===== src/rtl/sec_irq_ctrl.sv =====
module sec_irq_ctrl #(
  parameter int N_SRC   = 32,
  parameter int ADDR_W  = 12,
  parameter int FWD_LO  = 21,
  parameter int FWD_HI  = 30
) (
  input  logic                  clk,
  input  logic                  rst,
  input  logic [N_SRC-1:0]      src_i,
  input  logic [ADDR_W-1:0]     reg_addr,
  input  logic                  reg_we,
  input  logic [N_SRC-1:0]      reg_wdata,
  output logic [N_SRC-1:0]      reg_rdata,
  output logic                  irq_o,
  output logic [FWD_HI-FWD_LO:0] fwd_o
);
  localparam int IDX_W = ADDR_W - 2;
  localparam int FWD_N = FWD_HI - FWD_LO + 1;
  localparam logic [N_SRC-1:0] FWD_MASK = N_SRC'(((64'd1 << FWD_N) - 64'd1) << FWD_LO);
  localparam logic [IDX_W-1:0] IX_MSTAT = IDX_W'(0);
  localparam logic [IDX_W-1:0] IX_RAW   = IDX_W'(1);
  localparam logic [IDX_W-1:0] IX_ENSET = IDX_W'(2);
  localparam logic [IDX_W-1:0] IX_ENCLR = IDX_W'(3);
  localparam logic [IDX_W-1:0] IX_SWSET = IDX_W'(4);
  localparam logic [IDX_W-1:0] IX_SWCLR = IDX_W'(5);
  localparam logic [IDX_W-1:0] IX_FWSET = IDX_W'(8);
  localparam logic [IDX_W-1:0] IX_FWCLR = IDX_W'(9);

  logic [N_SRC-1:0] en_q, fw_q, raw_q;
  logic [N_SRC-1:0] en_d, fw_d, raw_d;
  logic             sw_q, sw_d;
  logic             irq_q;
  logic [FWD_N-1:0] fwd_q;

  wire [IDX_W-1:0] idx    = reg_addr[ADDR_W-1:2];
  wire             wr_any = reg_we && (reg_wdata != '0);

  assign en_d = (reg_we && idx == IX_ENSET) ? (en_q | reg_wdata)  :
                (reg_we && idx == IX_ENCLR) ? (en_q & ~reg_wdata) : en_q;
  assign fw_d = (reg_we && idx == IX_FWSET) ? (fw_q | (reg_wdata & FWD_MASK)) :
                (reg_we && idx == IX_FWCLR) ? (fw_q & ~reg_wdata) : fw_q;
  assign sw_d = (wr_any && idx == IX_SWSET) ? 1'b1 :
                (wr_any && idx == IX_SWCLR) ? 1'b0 : sw_q;
  assign raw_d = src_i | {{(N_SRC-1){1'b0}}, sw_d};

  always_ff @(posedge clk) begin
    if (rst) begin
      en_q  <= '0;
      fw_q  <= '0;
      sw_q  <= 1'b0;
      raw_q <= '0;
      irq_q <= 1'b0;
      fwd_q <= '0;
    end else begin
      en_q  <= en_d;
      fw_q  <= fw_d;
      sw_q  <= sw_d;
      raw_q <= raw_d;
      irq_q <= |(raw_d & en_d);
      fwd_q <= raw_d[FWD_HI:FWD_LO] & fw_d[FWD_HI:FWD_LO];
    end
  end

  always_comb begin
    case (idx)
      IX_MSTAT: reg_rdata = raw_q & en_q;
      IX_RAW:   reg_rdata = raw_q;
      IX_ENSET: reg_rdata = en_q;
      IX_SWSET: reg_rdata = {{(N_SRC-1){1'b0}}, sw_q};
      IX_FWSET: reg_rdata = fw_q;
      default:  reg_rdata = '0;
    endcase
  end

  assign irq_o = irq_q;
  assign fwd_o = fwd_q;

  wire wr_unmapped = reg_we && !(idx inside {IX_ENSET, IX_ENCLR, IX_SWSET,
                                             IX_SWCLR, IX_FWSET, IX_FWCLR});

  assert_sw_raw_R1: assert property (@(posedge clk) disable iff (rst)
    sw_q |-> raw_q[0]);
  assert_en_set_R3: assert property (@(posedge clk) disable iff (rst)
    ($past(!rst) && $past(reg_we) && $past(idx) == IX_ENSET)
      |-> ((en_q & $past(reg_wdata)) == $past(reg_wdata)));
  assert_en_clr_R3: assert property (@(posedge clk) disable iff (rst)
    ($past(!rst) && $past(reg_we) && $past(idx) == IX_ENCLR)
      |-> ((en_q & $past(reg_wdata)) == '0));
  assert_irq_match_R4: assert property (@(posedge clk) disable iff (rst)
    irq_o == |(raw_q & en_q));
  assert_fw_range_R5: assert property (@(posedge clk) disable iff (rst)
    (fw_q & ~FWD_MASK) == '0);
  assert_fwd_off_R6: assert property (@(posedge clk) disable iff (rst)
    (fwd_o & ~fw_q[FWD_HI:FWD_LO]) == '0);
  assert_sw_set_R7: assert property (@(posedge clk) disable iff (rst)
    ($past(!rst) && $past(wr_any) && $past(idx) == IX_SWSET) |-> sw_q);
  assert_unmapped_R8: assert property (@(posedge clk) disable iff (rst)
    ($past(!rst) && $past(wr_unmapped))
      |-> ($stable(en_q) && $stable(fw_q) && $stable(sw_q)));
  assert_reset_R9: assert property (@(posedge clk) disable iff (rst)
    $past(rst) |-> (en_q == '0 && fw_q == '0 && !sw_q && !irq_o && fwd_o == '0));
endmodule


===== config.mk =====
export PLATFORM = sky130hd
export DESIGN_NAME = sec_irq_ctrl
export DESIGN_NICKNAME = d
export VERILOG_FILES = /design/src/rtl/sec_irq_ctrl.sv
export SDC_FILE = /design/constraint.sdc
export NUM_CORES = 1
export LEC_CHECK = 0
export BUFFER_PORTS_ARGS = -buffer_cell sky130_fd_sc_hd__buf_2
export CAP_MARGIN = 20
export CORE_ASPECT_RATIO = 1.4
export CORE_MARGIN = 1
export CORE_UTILIZATION = 35
export DETAILED_ROUTE_END_ITERATION = 7
export PLACE_DENSITY = 0.66
export SYNTH_ARGS = -nofsm -noshare
export SYNTH_HDL_FRONTEND = slang
export SYNTH_SLANG_ARGS = --single-unit

===== constraint.sdc =====
create_clock -name clk -period 2.4 [get_ports clk]
set_clock_uncertainty 0.15 [all_clocks]
set_input_delay 0.24 -clock clk [delete_from_list [all_inputs] [get_ports clk]]
set_output_delay 0.24 -clock clk [all_outputs]
set_load 0.1 [all_outputs]

==> metrics.txt, run 1 <==
Slew headroom=67.6%; Pre-Repair DR Iteration Count=5; final net count=817; Overflow after GRT=0; total die area=0.0148 mm²; Die Wd=103 µm; Layout Area Growth over Synthesis=41.7%; RSZ-0062 raised after global routing=yes; Max Clk Rate=0.392 GHz; placed cells=888; Yosys reg bits=108; Synth area leader=dfxtp_1; first-pass GRT wire length=25700 µm; synth unique cells=46; Slew @ Worst Pin=489 ps; CP max FO=14; Clock Latency Late Sink=350 ps; Non-Filler Instances=928; VDD IR max=276 µV; Post-Syn Instances=595; io pins=122; Comb pwr share=8.0%; Clock transition at path regs=70 ps; vias=5220; ranking of synthesized cells by area=dfxtp_1 43%, a21oi_1 7.8%, nand2_1 7.2%; area share of the largest cell type after synthesis=43.1%; post-layout util=50.9%; antenna cells=0; net switching fraction of the power=23.2%; post-DP HPWL=12300 µm; syn_area_per_cell=8.44 µm²; number of remaining DRC errors=0; Psw=0.876 mW; Max clock buf depth=2; YS warnings=0; EDFF count, synth=0; Tcrit/Tclk final=106%; CP Cell Sequence=buf_6, or4_4, or2_4, nor4_4, buf_4, nand2_1, a21boi_1, a221o_2, buf_12; # rows=51; Routed Antenna Nets=0; number of DRC markers in iteration 0=350; clk root buf=clkbuf_16; CP arrival=2160 ps; ys flop type=dfxtp_1; Critical Path End Type=primary output; Die Span Y=144 µm; largest net degree at the start of global routing=99; Seq pwr share=48.7%; final hold viol count=0; crit path time final=2550 ps; Synthesized Nets=674; core area=0.0140 mm²; worst setup margin=-151 ps; port bufs=119; required time worst endpoint=2010 ps; Wirelength per Cell=18.1 µm; worst hold path type=in -> reg; Lkg Pwr=2.67 nW; failing checks=negative setup slack; CP peak stage delay=530 ps; Final GP Congestion=0.866; Clock Power Share=43.3%; setup bufs post-CTS=0; mapped cell area=0.00502 mm²; layout cells sized above 1=29.2%; gr usage total=22.9%; number of global-route vias before repair=4889; Initial Utilization=35.9%; critical path's slowest cell=or4_4; initial antenna violation count=0; H-tree levels=3; crit path kind=in -> out; Power Density=530 mW/mm²; WL final=16800 µm; Post-synth ARST share=0%; final count of negative-setup-slack endpoints=32; outcome=finished with violations; Slew Limit Fails=0; startpoint types=input pin; clk sinks=108; max-cap violations=0; TritonCTS Buffers=9; vias per cell=5.63; register area share after synthesis=43.1%; CTS tree=yes; internal power=2.89 mW
[cell usage after synthesis (all sizes together) (3+ instances only)]
cell and n:
and4 4, a221o 32, nand2 96, nor4 15
nor2b 33, a21oi 78, dfxtp 108, nor3 4
buf 11, a22o 3, nand3 5, and2 12
clkbuf 26, a22oi 10, nor2 51, nand4 6
a21boi 32, nand2b 23, a221oi 3, nand3b 4
a211oi 9
[layer usage]
| layer | vias to the layer above | track usage, % | share of wire (%) |
|---|---|---|---|
| met1 | 2484 | 27.2 | 39 |
| met4 | 0 | 13.0 | 4.9 |
| met2 | 243 | 39.1 | 50 |
| met5 | - | 0 | 0 |
| met3 | 62 | 2.82 | 5.8 |
| li1 | 2431 | - | - |
[area by class of cell]
type	instances	area, µm²
fill	1257	6860
multi-input combinational	448	2810
sequential	108	2160
timing repair buffer	169	1580
clock buffer	11	243
tap	185	231
clock inverter	5	82.6
inverter	2	7.51
[cells by family after synthesis]
group | after synthesis | share of synthesized area [%]
AND/OR/NAND/NOR | 260 | 26.4
buffers and inverters | 39 | 3.16
multiplexers | 4 | 0.847
AO/OA/AOI/OAI | 184 | 26.6
flip-flops | 108 | 43.1
[metrics by stage]
step | hold slack, ps | area (µm²) | worst slack, ps | setup TNS, ps | power [mW]
floorplan | 178 | 5090 | -173 | -4480 | 1.96
global placement | 285 | 6490 | -168 | -4350 | 2.13
detailed placement | 289 | 6490 | -203 | -4940 | 2.14
CTS | 0.404 | 7080 | -152 | -3900 | 3.78
global route | 5.57 | 7110 | -223 | -5870 | 3.87
finish | 9.04 | 7110 | -151 | -3640 | 3.77
[power groups by stage]
stage / registers, mW / logic (mW) / clock network (mW)
after floorplan: 1.87 / 0.0898 / 0
after global placement: 1.87 / 0.256 / 0
after detailed placement: 1.88 / 0.260 / 0
after CTS: 1.83 / 0.292 / 1.66
after global routing: 1.84 / 0.320 / 1.71
final: 1.84 / 0.301 / 1.63
[registers in the layout, indices dropped and copies added, names as in the netlist]
register,flops
raw_q,32
en_q,32
irq_o,1
sw_q,1
fwd_o,10
fw_q,32
[worst max-delay path: cells and delay by family]
| family | cells | cell delay, ps |
|---|---|---|
| compound gates | 2 | 310 |
| buf+inv | 3 | 540 |
| simple gates | 4 | 1060 |
[repair_timing]
| action | 4_1_cts | 5_1_grt |
|---|---|---|
| pin swaps | 1 | 0 |
| hold buffers | 24 | 0 |
| gates resized for setup | 4 | 7 |
| endpoints found under the hold margin | 25 | 0 |
| setup endpoints to repair | 32 | 33 |
[placed cells by master (no fill, tap or decap), types with 8 or more instances in the layout]
cell	instances
buf_2	85
and2_1	12
nand2_1	95
buf_4	21
nor2_1	51
a21boi_1	28
clkbuf_16	9
buf_12	36
a221o_2	30
a211oi_2	9
a21oi_1	78
nor4_1	8
a22oi_1	10
dlygate4sd3_1	24
nor2b_1	33
nand2b_1	23
dfxtp_1	108
[worst paths after layout]
kind | start | end | slack, ps | cells after the start
setup / recovery | reg_addr[7] | reg_rdata[5] | -150 | 9
hold / removal | src_i[29] | fwd_o[8] | 9 | 2
setup reg to reg | en_q[3] | irq_o | 630 | 6
hold reg to reg | fw_q[15] | fw_q[15] | 300 | 2
Power figures use the tool's default switching activity.
==> run 2: changes to the inputs <==
CELL_PAD_IN_SITES_DETAIL_PLACEMENT = 1   (was unset)
CELL_PAD_IN_SITES_GLOBAL_PLACEMENT = 1   (was unset)
CTS_CLUSTER_DIAMETER = 150   (was unset)
PLACE_DENSITY = 0.82   (was 0.66)
==> run 2 against run 1 <==
The run still ends with negative setup slack left. Critical path depth rose by 1. Die area did not move. Via count up 3.6%. Cell count down 0.32%. Clock-buffer cell count unchanged. Non-clock buffer count shrank 3. Critical path type unchanged.
==> metrics.txt, run 2 (synthesis results as in run 1) <==
Worst R2R Path Depth=6; CP max FO=12; CP Cell Sequence=buf_6, or4_4, or2_4, nor4_4, buf_6, buf_12, nand2_1, a21boi_1, a221o_2, buf_12; CP peak stage delay=530 ps; CP arrival=2210 ps; Pwr Total=3.68 mW; reg2reg start=en_q[3]; hold path endpoint=fwd_o[5]; critical path's slowest cell=or4_4; VDD IR max=282 µV; gr usage total=27.3%; commonest non-fill, non-tap cell in the layout=dfxtp_1; Max Clk Rate=0.385 GHz; WL final=19800 µm; worst setup margin=-198 ps; Post-Layout Inst Area=0.00710 mm²; vias per cell=5.85; Die Wd=103 µm; failing checks=negative setup slack; vias=5407; post-DP HPWL=14400 µm; HP Start=src_i[26]; initial antenna violation count=0; core area=0.0140 mm²; final hold viol count=0; largest net degree at the start of global routing=56; Clock Latency Late Sink=350 ps; Top Registers=en_q: 32 flops, fw_q: 32 flops, raw_q: 32 flops; Lkg Pwr=2.66 nW; Pre-Repair DR Iteration Count=5; number of remaining DRC errors=0; WHS Path Cells=2; commonest non-fill, non-tap cells in the layout=108 x dfxtp_1, 91 x nand2_1, 86 x buf_2, 78 x a21oi_1, 51 x nor2_1; TritonCTS Buffers=9; Slew headroom=67.1%; antenna cells=0; worst hold path type=in -> reg; Power Density=518 mW/mm²; startpoint types=input pin; number of DRC markers in iteration 0=330; clk sinks=108; Final GP Congestion=0.912; Initial Utilization=35.9%; R2R Setup Slk=520 ps; Routed Antenna Nets=0; io pins=122; Hold Slack=3.06 ps; first-pass GRT wire length=30200 µm; outcome=finished with violations; number of global-route vias before repair=5691; max-cap violations=0; crit path kind=in -> out; H-tree levels=3; Clock transition at path regs=70 ps; final net count=814; Slew @ Worst Pin=492 ps; Tcrit/Tclk final=108%; area of placed instances=0.00650 mm²; final count of negative-setup-slack endpoints=33; Wirelength per Cell=21.4 µm; CTS tree=yes; Critical Path End Type=primary output; total die area=0.0148 mm²; pre-CTS setup slack=-205 ps; clk root buf=clkbuf_16; port bufs=119; TNS Setup=-5210 ps; Overflow after GRT=0; required time worst endpoint=2010 ps; RSZ-0062 raised after global routing=yes; Max clock buf depth=2; layout cells sized above 1=31.1%; r2r endpoint=irq_o; Slew Limit Fails=0; # rows=51; crit path time final=2600 ps; Layout Area Growth over Synthesis=41.3%; Die Span Y=144 µm
run 2: through the flow:
step,util [%],instances
2_1_floorplan,-,595
3_3_place_gp,46.5,889
3_5_place_dp,46.5,889
4_1_cts,50.4,924
5_1_grt,50.8,925
6_report,50.8,925
run 2: metal layers:
layer | part of all wire (%) | GRT usage, %
met2 | 52 | 48.6
met4 | 4.7 | 12.8
met1 | 38 | 31.1
met5 | 0 | 0
met3 | 5.3 | 4.67
run 2: worst max-delay path: cells and delay by family:
kind | cells | cell delay, ps
buffers and inverters | 4 | 610
AOI/OAI and AO/OA | 2 | 340
and+or+nand+nor | 4 | 1000
run 2: how the worst max path moves through the flow:
stage	from	endpoint	slack, ps	depth (start not counted)
after detailed placement	reg_addr[7]	reg_rdata[16]	-210	9
after global routing	reg_addr[7]	reg_rdata[31]	-280	11
after global placement	reg_addr[7]	reg_rdata[12]	-160	7
after CTS	reg_addr[7]	reg_rdata[16]	-220	10
after floorplan	reg_addr[7]	reg_rdata[16]	-170	5
final	reg_addr[7]	reg_rdata[17]	-200	10
run 2: what timing repair did:
item,CTS,global route
resized for setup,18,8
hold buffers,14,0
hold endpoints to repair,14,0
pin swaps,14,7
buffers inserted,3,0
setup endpoints to repair,32,33
cloned,2,1
run 2: layout make-up:
cell class / instances / area (µm²)
Inverter: 2 / 7.51
Clock inverter: 5 / 60.1
Sequential cell: 108 / 2160
Tap cell: 185 / 231
Clock buffer: 11 / 243
Timing Repair Buffer: 166 / 1570
Multi-Input combinational cell: 448 / 2820
Fill cell: 1610 / 6880
run 2: where the power goes:
group,internal (mW),switching (mW),leakage (nW)
sequential,1.82,0.0174,0.878
clock,0.843,0.701,0.146
combinational,0.114,0.183,1.63
total,2.78,0.901,2.66
